## src/rtl/prio_irq_pkg.sv

```systemverilog
`timescale 1ns/10ps
package prio_irq_pkg;
  localparam int SRC_N = 4;
  localparam int VEC_W = $clog2(SRC_N);
  localparam int EXT_N = 2;
  localparam int TMR_SLOT = 1;
  localparam int SER_SLOT = 3;

  typedef enum logic [1:0] {
    SEL_REQ  = 2'd0,
    SEL_PERM = 2'd1,
    SEL_EDGE = 2'd2,
    SEL_CTRL = 2'd3
  } reg_sel_e;

  // source slot of external pin k (0 -> general pin, 1 -> vertical sync)
  function automatic int ext_slot(input int k);
    return 2 * k;
  endfunction

  // lowest-index set bit wins
  function automatic logic [VEC_W-1:0] first_set(input logic [SRC_N-1:0] v);
    logic [VEC_W-1:0] r;
    r = '0;
    for (int i = SRC_N - 1; i >= 0; i--) begin
      if (v[i]) r = VEC_W'(i);
    end
    return r;
  endfunction
endpackage

```

## src/rtl/irq_pin_edge.sv

```systemverilog
`timescale 1ns/10ps
module irq_pin_edge (
  input  logic clk,
  input  logic rst_n,
  input  logic pin,
  input  logic fall_sel,
  output logic hit
);
  logic eff;
  logic prev_q;

  assign eff = pin ^ fall_sel;

  always_ff @(posedge clk or negedge rst_n) begin
    if (!rst_n) prev_q <= 1'b1;
    else        prev_q <= eff;
  end

  assign hit = eff & ~prev_q;


  sel_drop_low_chk: assert property (@(posedge clk) disable iff (!rst_n)
    ($fell(fall_sel) && !pin && $past(!pin)) |-> !hit);
endmodule

```

## src/rtl/irq_src_stage.sv

```systemverilog
`timescale 1ns/10ps
module irq_src_stage
  import prio_irq_pkg::*;
(
  input  logic             clk,
  input  logic             rst_n,
  input  logic [EXT_N-1:0] pins,
  input  logic [EXT_N-1:0] fall_sel,
  input  logic             tmr_pulse,
  input  logic             ser_evt,
  output logic [SRC_N-1:0] hit_v
);
  logic [EXT_N-1:0] ext_hit;
  logic             tmr_prev_q;

  for (genvar g = 0; g < EXT_N; g++) begin : g_ext
    irq_pin_edge u_edge (
      .clk      (clk),
      .rst_n    (rst_n),
      .pin      (pins[g]),
      .fall_sel (fall_sel[g]),
      .hit      (ext_hit[g])
    );
  end

  always_ff @(posedge clk or negedge rst_n) begin
    if (!rst_n) tmr_prev_q <= 1'b0;
    else        tmr_prev_q <= tmr_pulse;
  end

  always_comb begin
    hit_v = '0;
    for (int k = 0; k < EXT_N; k++) hit_v[ext_slot(k)] = ext_hit[k];
    hit_v[TMR_SLOT] = tmr_prev_q & ~tmr_pulse;
    hit_v[SER_SLOT] = ser_evt;
  end
endmodule

```

## src/rtl/irq_req_bank.sv

```systemverilog
`timescale 1ns/10ps
module irq_req_bank
  import prio_irq_pkg::*;
(
  input  logic             clk,
  input  logic             rst_n,
  input  logic [SRC_N-1:0] set_v,
  input  logic [SRC_N-1:0] clr_v,
  input  logic             wr_en,
  input  logic [SRC_N-1:0] wdata,
  output logic [SRC_N-1:0] req_q
);
  always_ff @(posedge clk or negedge rst_n) begin
    if (!rst_n)     req_q <= '0;
    else if (wr_en) req_q <= wdata;
    else            req_q <= (req_q | set_v) & ~clr_v;
  end


  sw_write_wins_chk: assert property (@(posedge clk) disable iff (!rst_n)
    wr_en |=> req_q == $past(wdata));


  accept_clears_chk: assert property (@(posedge clk) disable iff (!rst_n)
    (|clr_v && !wr_en) |=> (req_q & $past(clr_v)) == '0);
endmodule

```

## src/rtl/irq_prio_pick.sv

```systemverilog
`timescale 1ns/10ps
module irq_prio_pick
  import prio_irq_pkg::*;
(
  input  logic [SRC_N-1:0] req,
  input  logic [SRC_N-1:0] perm,
  input  logic             gie,
  output logic             pend,
  output logic [VEC_W-1:0] win
);
  logic [SRC_N-1:0] live;

  assign live = req & perm;
  assign pend = gie & (|live);
  assign win  = first_set(live);
endmodule

```

## src/rtl/prio_irq_ctrl.sv

```systemverilog
`timescale 1ns/10ps
module prio_irq_ctrl
  import prio_irq_pkg::*;
(
  input  logic       clk,
  input  logic       rst_n,
  input  logic       ext_pin,
  input  logic       vsync_pin,
  input  logic       tmr_pulse,
  input  logic       ser_evt,
  input  logic       reg_wr,
  input  logic [1:0] reg_sel,
  input  logic [3:0] reg_wdata,
  output logic [3:0] reg_rdata,
  input  logic       en_set,
  input  logic       en_clr,
  input  logic       accept,
  input  logic       reti,
  output logic       irq_pend,
  output logic       vec_valid,
  output logic [1:0] vec_idx
);
  logic [SRC_N-1:0] hit_v, req_q, perm_q, clr_v;
  logic [EXT_N-1:0] edge_q;
  logic             gie_q, svc_q, defer_q;
  logic             req_wr, acc_fire;
  logic [VEC_W-1:0] win;
  logic             vv_q;
  logic [VEC_W-1:0] vec_q;

  irq_src_stage u_src (
    .clk       (clk),
    .rst_n     (rst_n),
    .pins      ({vsync_pin, ext_pin}),
    .fall_sel  (edge_q),
    .tmr_pulse (tmr_pulse),
    .ser_evt   (ser_evt),
    .hit_v     (hit_v)
  );

  assign req_wr = reg_wr && (reg_sel == SEL_REQ);

  irq_req_bank u_bank (
    .clk   (clk),
    .rst_n (rst_n),
    .set_v (hit_v),
    .clr_v (clr_v),
    .wr_en (req_wr),
    .wdata (reg_wdata),
    .req_q (req_q)
  );

  irq_prio_pick u_pick (
    .req  (req_q),
    .perm (perm_q),
    .gie  (gie_q),
    .pend (irq_pend),
    .win  (win)
  );

  assign acc_fire = accept & irq_pend;
  assign clr_v    = acc_fire ? (SRC_N'(1) << win) : '0;

  // permission and edge-select registers
  always_ff @(posedge clk or negedge rst_n) begin
    if (!rst_n) begin
      perm_q <= '0;
      edge_q <= '0;
    end else if (reg_wr) begin
      if (reg_sel == SEL_PERM) perm_q <= reg_wdata;
      if (reg_sel == SEL_EDGE) begin
        for (int k = 0; k < EXT_N; k++) edge_q[k] <= reg_wdata[ext_slot(k)];
      end
    end
  end

  // global enable, in-service and held-back enable
  always_ff @(posedge clk or negedge rst_n) begin
    if (!rst_n) begin
      gie_q   <= 1'b0;
      svc_q   <= 1'b0;
      defer_q <= 1'b0;
    end else if (acc_fire) begin
      gie_q   <= 1'b0;
      svc_q   <= 1'b1;
      defer_q <= 1'b0;
    end else begin
      if (reti) svc_q <= 1'b0;
      if (en_clr) begin
        gie_q   <= 1'b0;
        defer_q <= 1'b0;
      end else if (en_set && svc_q && !reti) begin
        defer_q <= 1'b1;
      end else if (en_set || (reti && defer_q)) begin
        gie_q   <= 1'b1;
        defer_q <= 1'b0;
      end
    end
  end

  // vector strobe
  always_ff @(posedge clk or negedge rst_n) begin
    if (!rst_n) begin
      vv_q  <= 1'b0;
      vec_q <= '0;
    end else begin
      vv_q <= acc_fire;
      if (acc_fire) vec_q <= win;
    end
  end

  assign vec_valid = vv_q;
  assign vec_idx   = vec_q;

  always_comb begin
    reg_rdata = '0;
    case (reg_sel)
      SEL_REQ:  reg_rdata = req_q;
      SEL_PERM: reg_rdata = perm_q;
      SEL_EDGE: for (int k = 0; k < EXT_N; k++) reg_rdata[ext_slot(k)] = edge_q[k];
      default:  reg_rdata = {2'b00, svc_q, gie_q};
    endcase
  end


  pend_needs_enable_chk: assert property (@(posedge clk) disable iff (!rst_n)
    irq_pend |-> gie_q);


  accept_strobe_chk: assert property (@(posedge clk) disable iff (!rst_n)
    acc_fire |=> (vec_valid && !gie_q && svc_q));


  disable_wins_chk: assert property (@(posedge clk) disable iff (!rst_n)
    (en_clr && !acc_fire) |=> !gie_q);


  bare_return_chk: assert property (@(posedge clk) disable iff (!rst_n)
    (reti && !en_set && !en_clr && !acc_fire && !defer_q) |=> gie_q == $past(gie_q));


  lowest_wins_chk: assert property (@(posedge clk) disable iff (!rst_n)
    acc_fire |-> ((req_q & perm_q) & ((SRC_N'(1) << win) - SRC_N'(1))) == '0);
endmodule

```

## config.mk

```make
export PLATFORM = sky130hd
export DESIGN_NAME = prio_irq_ctrl
export DESIGN_NICKNAME = d
export VERILOG_FILES = /design/src/rtl/prio_irq_pkg.sv /design/src/rtl/irq_pin_edge.sv /design/src/rtl/irq_src_stage.sv /design/src/rtl/irq_req_bank.sv /design/src/rtl/irq_prio_pick.sv /design/src/rtl/prio_irq_ctrl.sv
export SDC_FILE = /design/constraint.sdc
export NUM_CORES = 1
export LEC_CHECK = 0
export BUFFER_PORTS_ARGS = -buffer_cell sky130_fd_sc_hd__buf_2
export CORE_AREA = 8 8 52 54
export DETAILED_ROUTE_END_ITERATION = 12
export DIE_AREA = 0 0 60 62
export GPL_ROUTABILITY_DRIVEN = 0
export PLACE_DENSITY = 0.75
export RECOVER_POWER = 100
export SYNTH_ARGS = -nofsm -noshare
export SYNTH_HDL_FRONTEND = slang
export SYNTH_SLANG_ARGS = --single-unit
```

## constraint.sdc

```tcl
create_clock -name clk -period 3.5 [get_ports clk]
set_input_delay 0.35 -clock clk [delete_from_list [all_inputs] [get_ports clk]]
set_output_delay 0.35 -clock clk [all_outputs]
set_load 0.05 [all_outputs]
```

# --- Word level (Yosys, flattened, before mapping) ---
# Cells that the tools add are included.
word_totals:
  regBits: 19
  inputBits: 17
  out_inout_bits: 8
  elab_cells: 63
op_classes:
  eq_ne: 3
  shifts: 1
  mux: 20
  bitwise: 14
  reduce_logical: 14
op_table:
  columns: ["operator", "n"]
  rows:
  - ["$mux W1", 10]
  - ["$pmux W1 S3", 3]
  - ["$and A4 B4 Y4", 2]
  - ["$mux W2", 4]
  - ["$mux W4", 2]
  - ["$reduce_and A2 Y1", 3]
  - ["$and A1 B1 Y1", 5]
  - ["$logic_and A1 B1 Y1", 4]
  - ["$not A4 Y4", 1]
  - ["$or A4 B4 Y4", 1]
  - ["$reduce_bool A4 Y1", 1]
  - ["$reduce_or A4 Y1", 1]
  - ["$shl A1 B2 Y4 const A", 1]
  - ["$ne A3 B3 Y1 const B", 1]
  - ["$not A1 Y1", 3]
  - ["$reduce_bool A3 Y1", 1]
  - ["$eq A2 B1 Y1 const B", 1]
  - ["$eq A2 B2 Y1 const B", 1]
  - ["$logic_not A2 Y1", 1]
  - ["$pmux W1 S2", 1]
  - ["$reduce_bool A2 Y1", 1]
  - ["$xor A1 B1 Y1", 2]
  - ["$logic_not A1 Y1", 1]
  - ["$logic_or A1 B1 Y1", 1]

# --- Longest topological paths before layout ---
# Gate-level depths: netlist of run 1.
logic_depth:
  word_depth: 10
  depth_mapped: 4
  depth_no_buf: 3

# --- By module ---
# A second synthesis of run 1 with hierarchy kept.
hier_totals:
  cells_unflattened: 84
  hier_area_um2: 983.4
by_module_without_submodules:
  columns: ["mod", "instances", "cells_each", "area_each_um2", "seq_area_each_um2"]
  rows:
  - ["prio_irq_ctrl", 1, 51, 634.4, 300.3]
  - ["irq_req_bank", 1, 17, 163.9, 100.1]
  - ["irq_pin_edge", 2, 3, 43.8, 26.3]
  - ["irq_prio_pick", 1, 7, 51.3, 0.0]
  - ["irq_src_stage", 1, 3, 46.3, 25.0]

# --- Worst setup path before layout of run 1 ---
# OpenSTA, ideal clock, no wires.
synth_path:
  path_kind: "register to output"
  startpoint: "register u_bank.req_q[0]"
  endpoint: "output port irq_pend"
  arrival_time_ps: 1688
  required_ps: 3150
  slack_ps: 1462
  path_stages_with_launch: 3
  path_buffers: 0
  cell_sequence: "dfrtp_1 > a22oi_2 > a21boi_0"
synth_between:
  elab_chain_cells: 3
synth_rtl:
  columns: ["element", "line", "source"]
  rows:
  - ["start: declaration", "irq_req_bank.sv:11", "output logic [SRC_N-1:0] req_q"]
  - ["start signal: assignment", "irq_req_bank.sv:15", "else if (wr_en) req_q <= wdata;"]
  - ["start signal: assignment", "irq_req_bank.sv:16", "else req_q <= (req_q | set_v) & ~clr_v;"]
  - ["$and A4 B4 Y4", "irq_prio_pick.sv:13", "assign live = req & perm;"]
  - ["$reduce_or A4 Y1", "irq_prio_pick.sv:14", "assign pend = gie & (|live);"]
  - ["$and A1 B1 Y1", "irq_prio_pick.sv:14", null]
  - ["end: declaration", "prio_irq_ctrl.sv:19", "output logic irq_pend,"]
# Every way passes these cells.

# --- Final worst setup path of run 1 ---
layout_path:
  startpoint: "register u_bank.req_q[2]"
  endpoint: "output port irq_pend"
# Same word-level chain as after synthesis.

==> impl_results.md, run 1 <==
* Die W at roughly 60 µm
* Vias in the first global route at 747
* Crit Path Category: reg2out
* Final #Nets at 127
* Initial antenna violation count at 0
* Clk_skew at 0.00185 ns
* Core footprint at between 1500 and 2000 µm²
* Clock Latency Late Sink at 0.30 ns
* Initial core utilization at 51.6%
* Top cell type's share of synthesized area at between 40 and 50%
* Max Slew Vio Count at 0
* Critical Path Max Stage Delay at 0.49 ns
* Port buffer count at 24
* WL final at 1.94 mm
* CTS Buf Count at 3
* Register area share after synthesis at 48.7%
* DR WL/cell at about 14 µm
* CP Max Fanout at 5
* Leak pwr at 0.483 nW
* Synth Cell Area at 982 µm²
* I/O pin count at 25
* Clock-pin slew on the worst setup and hold paths at 0.10 ns
* Die Ht at 62 µm
* Setup repair bufs after CTS at 0
* Critical path required time at 3.15 ns
* Minimum clock period at roughly 1.9 ns
* Final worst-path cycle share at a little under three fifths
* Worst Setup SP: u_bank.req_q[2]$_DFF_PN0_
* Worst VDD drop at 363 µV
* Max Root-Sink Buffers at 2
* Antenna Cells at 0
* Avg Cell Area, Syn at 12.0 µm²
* First-pass GRT wire length at 3.18 mm
* Tot Pwr at 0.000674 W
* Worst-path cell chain: a22oi_1 -> a21boi_0 -> clkbuf_1
* Worst R2R Setup Slack at 2.16 ns
* Post-DP Area at 1110 µm²
* Predominant post-synthesis flop cell: dfrtp_1
* Detail Route Antenna Nets at 0
* GRT Util Overall at 11.4%
* Via count at approximately 740
* Worst min path class: in2reg
* DRC at 0
* Reg-to-Reg Start: u_bank.req_q[2]$_DFF_PN0_
* Total grt overflow at 0
* R2R depth at 3
* RSZ-0062 raised after global routing: false
* Area leader, netlist: dfrtp_1
* Worst Path Arrival at approximately 1.6 ns
* Post-synth EDFFs at 0
* CP max-delay cell: clkbuf_1
* Largest net degree at the start of global routing at 20
* Post-synth ARST share at 100%
* Final hold violation count at 0
* Final Cell Area at 1100 µm²
* Sinks on Clock Net at 19
* HPWL Detailed at 1.47 mm
* Cells after synthesis at between 80 and 90
* RR Endpoint: defer_q$_DFFE_PN0P_
* Slew headroom at 32.1%
* Layout area overhead at 12.4%
* Drt pass-1 iters at 4
* Crit path depth at 3
* Total negative slack at 0 ns
* Critical Path End Type: primary output
* Vias per std cell at approximately 5.4
* Layout cell share with drive strength beyond 1 at 26.6%
* CP startpoint kind: flip-flop
* Die Footprint at roughly 3700 µm²
* Setup-failing EPs final at 0
* DRT iter0 DRCs at 18
* Synth top area cells: dfrtp_1, mux2_2, dfstp_2, mux2i_1, nand2_1
* H-tree Lvls at 1
* FMAX at about 0.52 GHz
* Pwr Density at 610 nW/µm²
* Outcome: complete, no violations
* Hold slack at roughly 0.17 ns
* Root Driver: clkbuf_4
* CTS tree: done
* Register bit total from synthesis at 19
* Mapped Nets at 99
* Placement Rows at 16
* Fin util at 58.0%
* Crit path buffers/inverters at 1
* Critical path's top delay family: buffers and inverters
* Worst-margin pin slew at 1.02 ns
* Crit path to: irq_pend
* Warnings, synthesis at 0
* Synth unique cells at 33
* Max-cap viol count at 0
## sequential cells by signal, indices dropped and copies added, names as in the netlist
register and count:
perm_q 4, u_bank.req_q 4, edge_q 2, u_src.g_ext.u_edge.prev_q 2, vec_idx 2, defer_q 1
gie_q 1, svc_q 1, u_src.tmr_prev_q 1, vec_valid 1
## placed cells by master (no fill, tap or decap), types with 4 or more instances in the layout
master,synthesis,routed
dfrtp_1,17,17
buf_2,0,14
clkbuf_1,0,11
nand2_1,8,8
mux2_2,6,6
a21oi_1,3,4
nor2_1,4,4
mux2i_1,4,4
## stage by stage
| stage | std cells | setup WS [ns] |
|---|---|---|
| after detailed placement | 131 | 1.86 |
| after global routing | 136 | 1.48 |
| after global placement | 131 | 1.86 |
| after floorplan | 82 | 1.46 |
| after CTS | 136 | 1.65 |
| final | 136 | 1.57 |
## synthesized netlist by cell type, types with 2 or more instances
master   number
dfrtp_1      17
nand2_1       8
mux2_2        6
mux2i_1       4
nor2_1        4
a21oi_1       3
inv_1         3
nor3_1        3
o31ai_1       3
a22oi_2       2
buf_6         2
dfstp_2       2
nand3_1       2
o21ai_0       2
o22a_1        2
xor2_1        2
## worst register-to-register path: cells and delay by family, from the launching register on
kind | cells | cell delay [ns]
AO/OA/AOI/OAI | 2 | 0.57
flip-flops | 1 | 0.44
AND/OR/NAND/NOR | 1 | 0.24
## routing by layer
metal / global-route usage (%) / share of wire (%)
met1: 14.0 / 45
met2: 17.7 / 47
met3: 2.47 / 5.9
met4: 7.48 / 2.5
met5: 0 / 0
## layout make-up
| type | instances | area [µm²] |
|---|---|---|
| Fill cell | 172 | 798 |
| Sequential cell | 19 | 478 |
| Multi-Input combinational cell | 58 | 437 |
| Timing Repair Buffer | 25 | 118 |
| Tap cell | 27 | 33.8 |
| Clock buffer | 4 | 26.3 |
| Inverter | 3 | 11.3 |
## repair_timing
item,CTS,global route
hold buffers,1,0
hold endpoints to repair,17,0
resized for setup,0,0
## power breakdown
part | internal (W) | switching (W) | leakage, nW
Clock | 0.0000445 | 0.0000646 | 0.0150
Combinational | 0.0000803 | 0.000161 | 0.245
Sequential | 0.000273 | 0.0000513 | 0.223
## logic make-up (layout without fill, tap and decap cells)
logic type                after synthesis  in the layout  share of synthesized area [%]
AOI/OAI and AO/OA                      21             21                           16.6
xor gates and xnor gates                2              2                           1.78
buffers and inverters                   5             32                           3.44
DFF                                    19             19                           48.7
muxes                                  11             11                           13.6
and+or+nand+nor                        24             24                           15.9
## how the worst min path moves through the flow
stage / to / startpoint / slack (ns) / cells past startpoint
global route: u_src.tmr_prev_q$_DFF_PN0_ / tmr_pulse / 0.16 / 1
detailed placement: vec_idx[1]$_DFFE_PN0P_ / rst_n / 0.32 / 1
CTS: u_src.tmr_prev_q$_DFF_PN0_ / tmr_pulse / 0.16 / 1
finish: u_src.tmr_prev_q$_DFF_PN0_ / tmr_pulse / 0.17 / 1
global placement: vec_idx[1]$_DFFE_PN0P_ / rst_n / 0.31 / 1
floorplan: defer_q$_DFFE_PN0P_ / rst_n / 0.05 / 0
No activity file was read; power rests on OpenSTA's default activity.
==> run 2, diff against run 1 <==
--- a/config.mk
+++ b/config.mk
@@ -6,11 +6,11 @@
 export NUM_CORES = 1
 export LEC_CHECK = 0
 export BUFFER_PORTS_ARGS = -buffer_cell sky130_fd_sc_hd__buf_2
-export CORE_AREA = 8 8 52 54
+export CORE_AREA = 8 8 56 58
 export DETAILED_ROUTE_END_ITERATION = 12
-export DIE_AREA = 0 0 60 62
+export DIE_AREA = 0 0 64 66
 export GPL_ROUTABILITY_DRIVEN = 0
-export PLACE_DENSITY = 0.75
+export PLACE_DENSITY = 0.67
 export RECOVER_POWER = 100
 export SYNTH_ARGS = -nofsm -noshare
 export SYNTH_HDL_FRONTEND = slang
==> constraint.sdc (replaced) <==
create_clock -name clk -period 1.6 [get_ports clk]
set_input_delay 0.16 -clock clk [delete_from_list [all_inputs] [get_ports clk]]
set_output_delay 0.16 -clock clk [all_outputs]
set_load 0.05 [all_outputs]
==> impl_results.md, run 2 (synthesis gave the netlist of run 1 again) <==
* DR WL/cell at 14.9 µm (+4.4%)
* Worst-path cell chain: mux4_2 -> buf_6
* Post-Layout Cell Count at 146 (+7.4%)
* Max Slew Vio Count at 0 (unchanged)
* CP startpoint kind: flip-flop
* Crit path depth at 2 (-1)
* Worst min path class: in2reg
* Crit path buffers/inverters at 1 (unchanged)
* Max-cap viol count at 0 (unchanged)
* R2R depth at 5 (+2)
* Critical Path Max Stage Delay at 0.47 ns (-0.02 ns)
* Final worst-path cycle share at between 90% and 100%
* Clock Latency Late Sink at 0.29 ns (about the same)
* Most frequent cells in the layout: dfrtp_1, buf_2, nand2_1, clkbuf_1, mux2_2
* Worst Setup SP: u_bank.req_q[0]$_DFF_PN0_
* DRT iter0 DRCs at 13 (-5)
* WL final at 2.17 mm (+12%)
* RSZ-0062 raised after global routing: false
* Pwr Density at 1320 nW/µm² (+120%)
* Vias in the first global route at 859 (+15%)
* Clk_skew at 0.00503 ns (+0.00318 ns)
* Critical path required time at 1.44 ns (-1.71 ns)
* Total negative slack at 0 ns (unchanged)
* Critical Path End Type: primary output
* RR Endpoint: u_bank.req_q[3]$_DFF_PN0_
* Crit path to: reg_rdata[0]
* Largest net degree at the start of global routing at 20 (unchanged)
* Initial core utilization at 42.3% (-9.3 points)
* Placed insts at 134 (+2.3%)
* Reg-to-Reg Start: perm_q[0]$_DFFE_PN0P_
* CTS tree: done
* Final #Nets at 134 (+5.5%)
* H-tree Lvls at 1 (unchanged)
* CP max-delay cell: mux4_2
* Worst Path Arrival at 1.37 ns (-0.21 ns)
* DRC at 0 (unchanged)
* Clock-pin slew on the worst setup and hold paths at 0.10 ns (about the same)
* CTS Buf Count at 3 (unchanged)
* Leak pwr at 0.540 nW (+12%)
* Layout cell share with drive strength beyond 1 at 37.9% (+11 points)
* Drt pass-1 iters at 4 (unchanged)
* HPWL Detailed at 1.67 mm (+14%)
* Detail Route Antenna Nets at 0 (unchanged)
* Largest regs: perm_q x4, u_bank.req_q x4
* Worst-margin pin slew at 1.06 ns (+0.0424 ns)
* Critical path's top delay family: multiplexers
* Root Driver: clkbuf_4
* Crit Path Category: reg2out
* Slew headroom at 29.3% (-2.8 points)
* Layout area overhead at 21.1%
* Outcome: complete, no violations
* FMAX at ~0.66 GHz
* Die Ht at 66 µm (+6.5%)
* Worst VDD drop at 725 µV (+100%)
* Sinks on Clock Net at 19 (unchanged)
* Via count at 771 (+4.0%)
* Antenna Cells at 0 (unchanged)
* Initial antenna violation count at 0 (unchanged)
* First-pass GRT wire length at 3.77 mm (+19%)
* Minimum clock period at 1.53 ns
* Total grt overflow at 0 (unchanged)
* GRT Util Overall at 11.2% (-0.23 points)
* Setup-failing EPs final at 0 (unchanged)
* Vias per std cell at 5.28 (-3.1%)
* I/O pin count at 25 (unchanged)
* Placement Rows at 18 (+2)
* Core footprint at 2320 µm² (+22%)
* CP Max Fanout at 4 (-1)
* Die W at 64 µm (+6.7%)
* Worst R2R Setup Slack at 0.11 ns (-2.05 ns)
* Max Root-Sink Buffers at 2 (unchanged)
* Die Footprint at 4220 µm² (+14%)
* Port buffer count at 24 (unchanged)
* Final hold violation count at 0 (unchanged)
## run 2: cell count changes in the layout (fill, tap and decap cells not counted), moves of 2 or more
cell	before	now
buf_4	0	4
clkbuf_1	11	8
clkbuf_2	0	3
dfrtp_1	17	15
dfrtp_2	0	2
## run 2: repair_timing
item | 4_1_cts | 5_1_grt
resized for setup | 4 | 3
pin swaps | 0 | 1
endpoints found under the hold margin | 18 | 0
hold buffers | 2 | 0
setup buffers | 5 | 1
gates cloned | 0 | 0
endpoints found under the setup margin | 1 | 2
## run 2: layout make-up
cell class | count | area [µm²]
Clock buffer | 4 | 26.3
Fill cell | 230 | 1130
Inverter | 3 | 11.3
Multi-Input combinational cell | 58 | 457
Sequential cell | 19 | 480
Tap cell | 30 | 37.5
Timing Repair Buffer | 32 | 178
## run 2: metal layers
metal  GRT usage [%]  share of wire [%]  up-vias
met4            5.29               0.46        0
met3            4.92                7.9        2
met1            12.6                 43      378
li1                -                  -      372
met2            17.8                 48       19
met5               0                  0        -
## run 2: stage by stage
stage / worst slack [ns] / utilization (%) / total power (W) / hold WS [ns] / cell area (µm²)
finish: 0.0733 / 51.3 / 0.00157 / 0.0269 / 1190
global placement: 0.295 / 48.2 / 0.00128 / 0.124 / 1120
floorplan: 0.124 / - / 0.00113 / -0.136 / 982
CTS: 0.0109 / 52.2 / 0.00160 / 0.0105 / 1210
global route: 0.0142 / 51.3 / 0.00167 / 0.00279 / 1190
detailed placement: 0.279 / 48.2 / 0.00129 / 0.125 / 1120
## run 2: how the worst min path moves through the flow
| stage | depth (start not counted) | to | startpoint | slack, ns |
|---|---|---|---|---|
| 6_report | 2 | u_src.g_ext[1].u_edge.prev_q$_DFF_PN1_ | vsync_pin | 0.03 |
| 5_1_grt | 2 | u_src.g_ext[0].u_edge.prev_q$_DFF_PN1_ | ext_pin | 0.003 |
| 4_1_cts | 2 | u_src.g_ext[0].u_edge.prev_q$_DFF_PN1_ | ext_pin | 0.01 |
| 3_5_place_dp | 1 | edge_q[1]$_DFFE_PN0P_ | rst_n | 0.13 |
| 3_3_place_gp | 1 | edge_q[1]$_DFFE_PN0P_ | rst_n | 0.12 |
| 2_1_floorplan | 0 | defer_q$_DFFE_PN0P_ | rst_n | -0.14 |
## run 2: power by group
| group | switching (W) | internal [W] | total, W |
|---|---|---|---|
| clock network | 0.000139 | 0.0000969 | 0.000236 |
| logic | 0.000390 | 0.000245 | 0.000635 |
| registers | 0.000101 | 0.000600 | 0.000701 |
| total | 0.000630 | 0.000942 | 0.00157 |
## run 2: worst reg2reg max path: stages (launching register included)
cell	delay, ns
dfrtp_2	0.41
clkbuf_1	0.12
clkbuf_1	0.15
a22o_1	0.24
nor4b_1	0.34
o31ai_1	0.12
